[src/rtl/fz_pkg.sv]
package fz_pkg;

  localparam int LANE_W = 8;

  // Reset seed of one lane; never zero.
  function automatic logic [LANE_W-1:0] lane_default(input int idx);
    logic [LANE_W-1:0] v;
    v = LANE_W'((idx * 37 + 1) % 256);
    if (v == '0) v = 8'h5A;
    return v;
  endfunction

  // One step of the lane generator, polynomial x^8+x^6+x^5+x^4+1.
  function automatic logic [LANE_W-1:0] lane_step(input logic [LANE_W-1:0] s);
    return {s[6:0], s[7] ^ s[5] ^ s[4] ^ s[3]};
  endfunction

endpackage

[src/rtl/fz_lane.sv]
module fz_lane
  import fz_pkg::*;
#(
  parameter int IDX = 0
) (
  input  logic              clk,
  input  logic              rst,
  input  logic              adv,
  input  logic              load,
  input  logic [LANE_W-1:0] seed,
  output logic [LANE_W-1:0] state
);

  localparam logic [LANE_W-1:0] DFLT = lane_default(IDX);

  always_ff @(posedge clk) begin
    if (rst) begin
      state <= DFLT;
    end else if (load) begin
      state <= (seed == '0) ? DFLT : seed;
    end else if (adv) begin
      state <= lane_step(state);
    end
  end

endmodule

[src/rtl/fz_outreg.sv]
module fz_outreg #(
  parameter int W = 256
) (
  input  logic         clk,
  input  logic         rst,
  input  logic         load,
  input  logic [W-1:0] d,
  input  logic         drain,
  output logic         can_take,
  output logic         q_valid,
  output logic [W-1:0] q_data
);

  assign can_take = !q_valid || drain;

  always_ff @(posedge clk) begin
    if (rst) begin
      q_valid <= 1'b0;
      q_data  <= '0;
    end else if (load) begin
      q_valid <= 1'b1;
      q_data  <= d;
    end else if (drain) begin
      q_valid <= 1'b0;
    end
  end

endmodule

[src/rtl/byte_fuzz_unit.sv]
module byte_fuzz_unit
  import fz_pkg::*;
#(
  parameter int LANES = 32
) (
  input  logic                    clk,
  input  logic                    rst,
  input  logic                    in_valid,
  output logic                    in_ready,
  input  logic [LANES*LANE_W-1:0] in_data,
  input  logic [LANES-1:0]        in_mask,
  input  logic                    seed_load,
  input  logic [LANES*LANE_W-1:0] seed_value,
  output logic                    out_valid,
  input  logic                    out_ready,
  output logic [LANES*LANE_W-1:0] out_data
);

  localparam int DATA_W = LANES * LANE_W;

  logic              accept;
  logic [DATA_W-1:0] rand_word;
  logic [DATA_W-1:0] mixed;

  assign accept = in_valid && in_ready;

  for (genvar i = 0; i < LANES; i++) begin : g_lane
    fz_lane #(.IDX(i)) u_lane (
      .clk   (clk),
      .rst   (rst),
      .adv   (accept),
      .load  (seed_load),
      .seed  (seed_value[i*LANE_W +: LANE_W]),
      .state (rand_word[i*LANE_W +: LANE_W])
    );

    assign mixed[i*LANE_W +: LANE_W] = in_mask[i]
      ? (in_data[i*LANE_W +: LANE_W] ^ rand_word[i*LANE_W +: LANE_W])
      : in_data[i*LANE_W +: LANE_W];
  end

  fz_outreg #(.W(DATA_W)) u_out (
    .clk      (clk),
    .rst      (rst),
    .load     (accept),
    .d        (mixed),
    .drain    (out_ready),
    .can_take (in_ready),
    .q_valid  (out_valid),
    .q_data   (out_data)
  );

endmodule

[config.mk]
export PLATFORM = sky130hd
export DESIGN_NAME = byte_fuzz_unit
export DESIGN_NICKNAME = d
export VERILOG_FILES = /design/src/rtl/fz_pkg.sv /design/src/rtl/fz_lane.sv /design/src/rtl/fz_outreg.sv /design/src/rtl/byte_fuzz_unit.sv
export SDC_FILE = /design/constraint.sdc
export NUM_CORES = 1
export LEC_CHECK = 0
export ABC_AREA = 1
export BUFFER_PORTS_ARGS = -buffer_cell sky130_fd_sc_hd__buf_4
export CORE_AREA = 2 2 311 313
export CTS_BUF_LIST = sky130_fd_sc_hd__clkbuf_8
export DETAILED_ROUTE_END_ITERATION = 10
export DIE_AREA = 0 0 313 315
export GPL_ROUTABILITY_DRIVEN = 1
export SYNTH_ARGS = -nofsm -noshare
export SYNTH_HDL_FRONTEND = slang
export SYNTH_HIERARCHICAL = 1
export SYNTH_SLANG_ARGS = --single-unit
[constraint.sdc]
create_clock -name clk -period 14 [get_ports clk]
set_input_delay 2.1 -clock clk [delete_from_list [all_inputs] [get_ports clk]]
set_output_delay 2.1 -clock clk [all_outputs]
set_load 0.01 [all_outputs]
After elaboration in Yosys (flattened, before gate mapping)
Index checks and enable logic that the tools add are counted.
{"block": "totals", "register_bits": 513, "latchBits": 0, "mem_bits_rw": 0, "romBits": 0, "output_inout_bits": 258, "mem_count": 0}
{"block": "classes", "n_addsub": 0, "n_mul": 0, "div_mod_pow": 0, "n_lt_le_gt_ge": 0, "n_eq_ne": 0, "shift": 0, "muxes": 130, "n_bitwise": 128, "n_reduce_logical": 37}
{"operator": "$mux W8", "count": 128}
{"operator": "$logic_not A8 Y1", "count": 32}
{"operator": "$xor A8 B8 Y8", "count": 32}
{"operator": "$xor A1 B1 Y1", "count": 96}
{"operator": "$reduce_bool A2 Y1", "count": 2}
{"operator": "$mux W1", "count": 2}
{"operator": "$logic_and A1 B1 Y1", "count": 1}
{"operator": "$logic_not A1 Y1", "count": 1}
{"operator": "$logic_or A1 B1 Y1", "count": 1}

Depth between registers and ports, before layout
{"block": "depth", "word_depth": 5, "mapped_depth": 10, "depth_no_buf": 10}

Modules after synthesis
Netlist, hierarchy kept.
{"mod": "fz_outreg", "n_inst": 1, "cells_per_inst": 1114, "area_each_um2": 8904.8, "seq_area_each_um2": 5144.9}
{"mod": "byte_fuzz_unit", "n_inst": 1, "cells_per_inst": 1602, "area_each_um2": 6926.6, "seq_area_each_um2": 0.0}
{"mod": "fz_lane (g_lane[8].u_lane)", "n_inst": 1, "cells_per_inst": 68, "area_each_um2": 521.8, "seq_area_each_um2": 160.2}
{"mod": "fz_lane (g_lane[25].u_lane)", "n_inst": 1, "cells_per_inst": 86, "area_each_um2": 519.2, "seq_area_each_um2": 160.2}
{"mod": "fz_lane (g_lane[21].u_lane)", "n_inst": 1, "cells_per_inst": 84, "area_each_um2": 509.2, "seq_area_each_um2": 160.2}
{"mod": "fz_lane (g_lane[9].u_lane)", "n_inst": 1, "cells_per_inst": 88, "area_each_um2": 508.0, "seq_area_each_um2": 160.2}
{"mod": "fz_lane (g_lane[5].u_lane)", "n_inst": 1, "cells_per_inst": 83, "area_each_um2": 503.0, "seq_area_each_um2": 160.2}
{"mod": "fz_lane (g_lane[1].u_lane)", "n_inst": 1, "cells_per_inst": 85, "area_each_um2": 500.5, "seq_area_each_um2": 160.2}
{"mod": "fz_lane (g_lane[19].u_lane)", "n_inst": 1, "cells_per_inst": 82, "area_each_um2": 498.0, "seq_area_each_um2": 160.2}
{"mod": "fz_lane (g_lane[29].u_lane)", "n_inst": 1, "cells_per_inst": 84, "area_each_um2": 493.0, "seq_area_each_um2": 160.2}
{"mod": "fz_lane (g_lane[6].u_lane)", "n_inst": 1, "cells_per_inst": 73, "area_each_um2": 491.7, "seq_area_each_um2": 160.2}
{"mod": "fz_lane (g_lane[7].u_lane)", "n_inst": 1, "cells_per_inst": 79, "area_each_um2": 491.7, "seq_area_each_um2": 160.2}
{"mod": "fz_lane (g_lane[15].u_lane)", "n_inst": 1, "cells_per_inst": 80, "area_each_um2": 489.2, "seq_area_each_um2": 160.2}
{"mod": "fz_lane (g_lane[3].u_lane)", "n_inst": 1, "cells_per_inst": 82, "area_each_um2": 485.5, "seq_area_each_um2": 160.2}
{"mod": "20 more rows"}

Least setup slack after synthesis
OpenSTA, ideal clock, no wires.
{"block": "synth_timing", "path_kind": "input to register", "startpoint": "in out_ready", "endpoint": "reg u_out.q_data[223]", "t_arrival_ns": 6.524, "required_ns": 13.884, "setup_slack_ns": 7.360, "cell_stages": 10, "n_path_buf": 3, "cell_sequence": "inv_1 -> nand2_1 -> nand2_1 -> inv_1 -> buf_4 -> inv_4 -> buf_6 -> buf_4 -> nor2_1 -> nor2_1"}
{"block": "synth_between", "elab_chain_len": 2}
{"item": "start, declared", "line": "byte_fuzz_unit.sv:15", "source": "input logic out_ready,"}
{"item": "$logic_or A1 B1 Y1", "line": "fz_outreg.sv:14", "source": "assign can_take = !q_valid || drain;"}
{"item": "via in_ready", "line": "byte_fuzz_unit.sv:9", "source": "output logic in_ready,"}
{"item": "$logic_and A1 B1 Y1", "line": "byte_fuzz_unit.sv:25", "source": "assign accept = in_valid && in_ready;"}
{"item": "via accept", "line": "byte_fuzz_unit.sv:21", "source": "logic accept;"}
{"item": "end signal, assigned", "line": "fz_outreg.sv:19", "source": "q_data <= '0;"}
{"item": "end signal, assigned", "line": "fz_outreg.sv:22", "source": "q_data <= d;"}
{"item": "end, declared", "line": "fz_outreg.sv:11", "source": "output logic [W-1:0] q_data"}
The timed path passes the listed nets, and every way through them passes these cells.
A chain may end at the register's enable or synchronous reset.

Worst setup path after layout
{"block": "layout_timing", "startpoint": "in out_ready", "endpoint": "reg g_lane[7].u_lane.state[5]"}
{"block": "layout_between", "elab_chain_len": 3}
{"item": "$logic_or A1 B1 Y1", "line": "fz_outreg.sv:14"}
{"item": "$logic_and A1 B1 Y1", "line": "byte_fuzz_unit.sv:25"}
{"item": "via accept", "line": "byte_fuzz_unit.sv:21"}
{"item": "$reduce_bool A2 Y1 (no line)"}
{"item": "end signal, assigned", "line": "fz_lane.sv:20", "source": "state <= (seed == '0) ? DFLT : seed;"}
{"item": "end signal, assigned", "line": "fz_lane.sv:22", "source": "state <= lane_step(state);"}
{"item": "end, declared", "line": "fz_lane.sv:11", "source": "output logic [LANE_W-1:0] state"}
The timed path passes the listed nets, and every way through them passes these cells.

==> results.json <==
{
  "layout_commonest_cell": "sky130_fd_sc_hd__nand2_1",
  "power_density_mw_per_mm2": 107,
  "hold_path_startpoint": "u_out/q_data[92]$_SDFFE_PP0P_",
  "design.core.area_mm2": 0.0957,
  "timing.hold.worst_path_depth": 2,
  "grt_first_pass_wirelength_um": 170000,
  "die-height_um": 315,
  "timing.critical_path.mode_cell": "sky130_fd_sc_hd__buf_4",
  "final_cell_mix": "sky130_fd_sc_hd__nand2_1, sky130_fd_sc_hd__buf_4, sky130_fd_sc_hd__nor2_1, sky130_fd_sc_hd__inv_1, sky130_fd_sc_hd__dfxtp_1",
  "worst_skew_pair.late_latency_ns": 0.76,
  "setup.worst_path.end_class": "register",
  "clk_transition_reported_paths_ns": 0.06,
  "synth_nets": 5701,
  "post-cts-setup-buffers": 0,
  "critPathRequiredTime_ns": 14.68,
  "placedCellCount": 7071,
  "setup_violations": 0,
  "dieWidth_um": 313,
  "clock_net_sink_count": 513,
  "grt_overflow_total": 0,
  "gp_congestion": 0.904,
  "drt_iter0_drc": 2345,
  "die-area_mm2": 0.0986,
  "critPathMaxFanout": 128,
  "max_clock_freq_mhz": 206,
  "synth_warnings": 6,
  "outcome": "complete, no violations",
  "first_global_vias": 30800,
  "reg2reg_slack_ns": 10.27,
  "tightest_slew_ns": 1.02,
  "worst-setup-path-type": "in -> reg",
  "routed-via-count": 33700,
  "grt_start_max_net_pins": 134,
  "synth-seq-cells": 513,
  "floorplan.initialDensity_pct": 32.6,
  "finalCritPeriodShare_pct": 34.7,
  "post-dp-hpwl_um": 83200,
  "finished_layout_cells": 7268,
  "hold_viol": 0,
  "worst_path_max_delay_cell": "sky130_fd_sc_hd__buf_4",
  "worst_r2r_endpoint": "g_lane[7].u_lane/state[5]$_SDFFE_PP0P_",
  "ff_to_ff_start": "u_out/q_valid$_SDFFE_PP0P_",
  "tritoncts": "built",
  "firstDrtPassIters": 6,
  "hold_path_class": "reg -> reg",
  "totalPowerFinal_w": 0.00421,
  "fraction_of_layout_instances_using_a_drive_strength_above_1_pct": 19.2,
  "io_pins": 807,
  "cts-resized-gates": 0,
  "max-clock-path-buffers": 3,
  "min_to": "u_out/q_data[92]$_SDFFE_PP0P_",
  "synth.avg_cell_area_um2": 6.05,
  "placementRows": 114,
  "skew_ns": 0.0422,
  "ctsHtreeMaxLevel": 3,
  "p_leak_nw": 21.6,
  "portBuffers": 806,
  "drcViolationCount": 0,
  "cell_area_after_layout_mm2": 0.0394,
  "rsz0062_at_grt": "no",
  "avgRoutedWirePerCell_um": 15.3,
  "grt_antenna_before_repair": 22,
  "max-vdd-ir-drop_mv": 0.0788,
  "post_synth_num_cell_types": 45,
  "grt_use_total_pct": 21.6,
  "whs_ns": 0.484,
  "ctsHoldBuffers": 0,
  "fin_setup_tns_ns": 0,
  "finish.net_count": 6448,
  "placed_area_mm2": 0.0373,
  "max-cap-violations": 0,
  "syn2layout_area_growth_pct": 26.5,
  "worst-r2r-cell-count": 12,
  "postSynthCellCount": 5152,
  "worstSetupStartpointType": "input pin",
  "worst_path_largest_cell_delay_ns": 0.74,
  "drt.antenna.violating_nets": 0,
  "timing.final.crit_period_ns": 4.85,
  "arrival_ns": 5.54,
  "drv_slew": 0,
  "worstPathCellList": "buf_4 > inv_1 > nand2_1 > nand2_1 > inv_8 > buf_12 > buf_4 > buf_4 > inv_2 > nor2_4 > inv_2 > o21ai_1 > o21ai_1 > inv_1",
  "worst_slew_margin_relative_to_its_limit_pct": 31.7,
  "detail_route.vias_per_cell": 4.64,
  "cts-buffers-inserted": 102,
  "cts.root.buffer_cell": "sky130_fd_sc_hd__clkbuf_8",
  "synth_area_mm2": 0.0312,
  "synth.yosys.seq_area_share_pct": 32.9,
  "wirelength_um": 111000
}
[metrics by stage]
stage / setup slack, ns / util (%)
3_3_place_gp: 8.45 / 39.0
2_1_floorplan: 7.36 / -
5_1_grt: 9.03 / 41.2
4_1_cts: 9.30 / 41.2
3_5_place_dp: 8.44 / 39.0
6_report: 9.15 / 41.2
[worst max-delay path, delay by kind of cell]
family	cells	cell delay, ns
simple gates	3	0.43
compound gates	2	0.19
buf+inv	9	2.44
[metal layers]
metal  track usage, %  part of all wire (%)  up-vias  wire [um]
met5                0                 0.062        -         69
met4             8.14                   2.7       12       3050
met3             6.31                   7.8      172       8680
met2             37.0                    48      926      53400
met1             25.4                    41    15100      45900
li1                 -                     -    17500          -
[synth_stat cells (all sizes together)]
master,instances,area share [%]
nor3,71,1.2
o31ai,5,0.12
o21ai,503,8.1
mux2i,1,0.032
nand3,400,6.4
nor2,843,11
o211ai,5,0.20
clkbuf,40,0.51
a211oi,37,1.1
clkinv,7,0.14
dfxtp,513,33
nand3b,5,0.12
o221ai,24,0.85
or2,4,0.080
a21oi,156,2.6
a221oi,2,0.076
buf,136,4.9
a22oi,8,0.22
o21bai,7,0.17
inv,815,10
nand2,1570,19
[flip-flops by register name (all words and copies together) (netlist names)]
name                 cells
u_out/q_data           256
g_lane.u_lane/state    256
u_out/q_valid            1
[cell families (layout without fill, tap and decap cells)]
family | count (synthesis) | count (layout) | share of synthesized area [%]
buffers and inverters | 998 | 1822 | 15.6
other | 0 | 16 | 0
DFF | 513 | 513 | 32.9
AOI/OAI and AO/OA | 747 | 747 | 13.4
and+or+nand+nor | 2893 | 2893 | 38.1
muxes | 1 | 1 | 0.0321
[layout make-up]
cell class | count | area [um2]
Antenna cell | 16 | 40.0
Clock buffer | 129 | 1780
Clock inverter | 52 | 322
Fill cell | 10300 | 56300
Inverter | 822 | 3200
Multi-Input combinational cell | 3641 | 16100
Sequential cell | 513 | 10300
Tap cell | 1276 | 1600
Timing Repair Buffer | 819 | 6180
[power by group]
part / switching, W / internal [W]
logic: 0.000508 / 0.000381
clock network: 0.000724 / 0.000880
registers: 0.000129 / 0.00159
total: 0.00136 / 0.00285
[worst max-delay path by stage]
stage                     cells past startpoint      start                                endpoint  slack (ns)
after floorplan                              10  out_ready          u_out/q_data[223]$_SDFFE_PP0P_        7.36
after global placement                       14  out_ready  g_lane[7].u_lane/state[5]$_SDFFE_PP0P_        8.45
after detailed placement                     14  out_ready  g_lane[7].u_lane/state[3]$_SDFFE_PP0P_        8.44
after CTS                                    14  out_ready  g_lane[7].u_lane/state[3]$_SDFFE_PP0P_        9.30
after global routing                         14  out_ready  g_lane[7].u_lane/state[3]$_SDFFE_PP0P_        9.03
final                                        14  out_ready  g_lane[7].u_lane/state[5]$_SDFFE_PP0P_        9.15
Power figures use the tool's default switching activity.
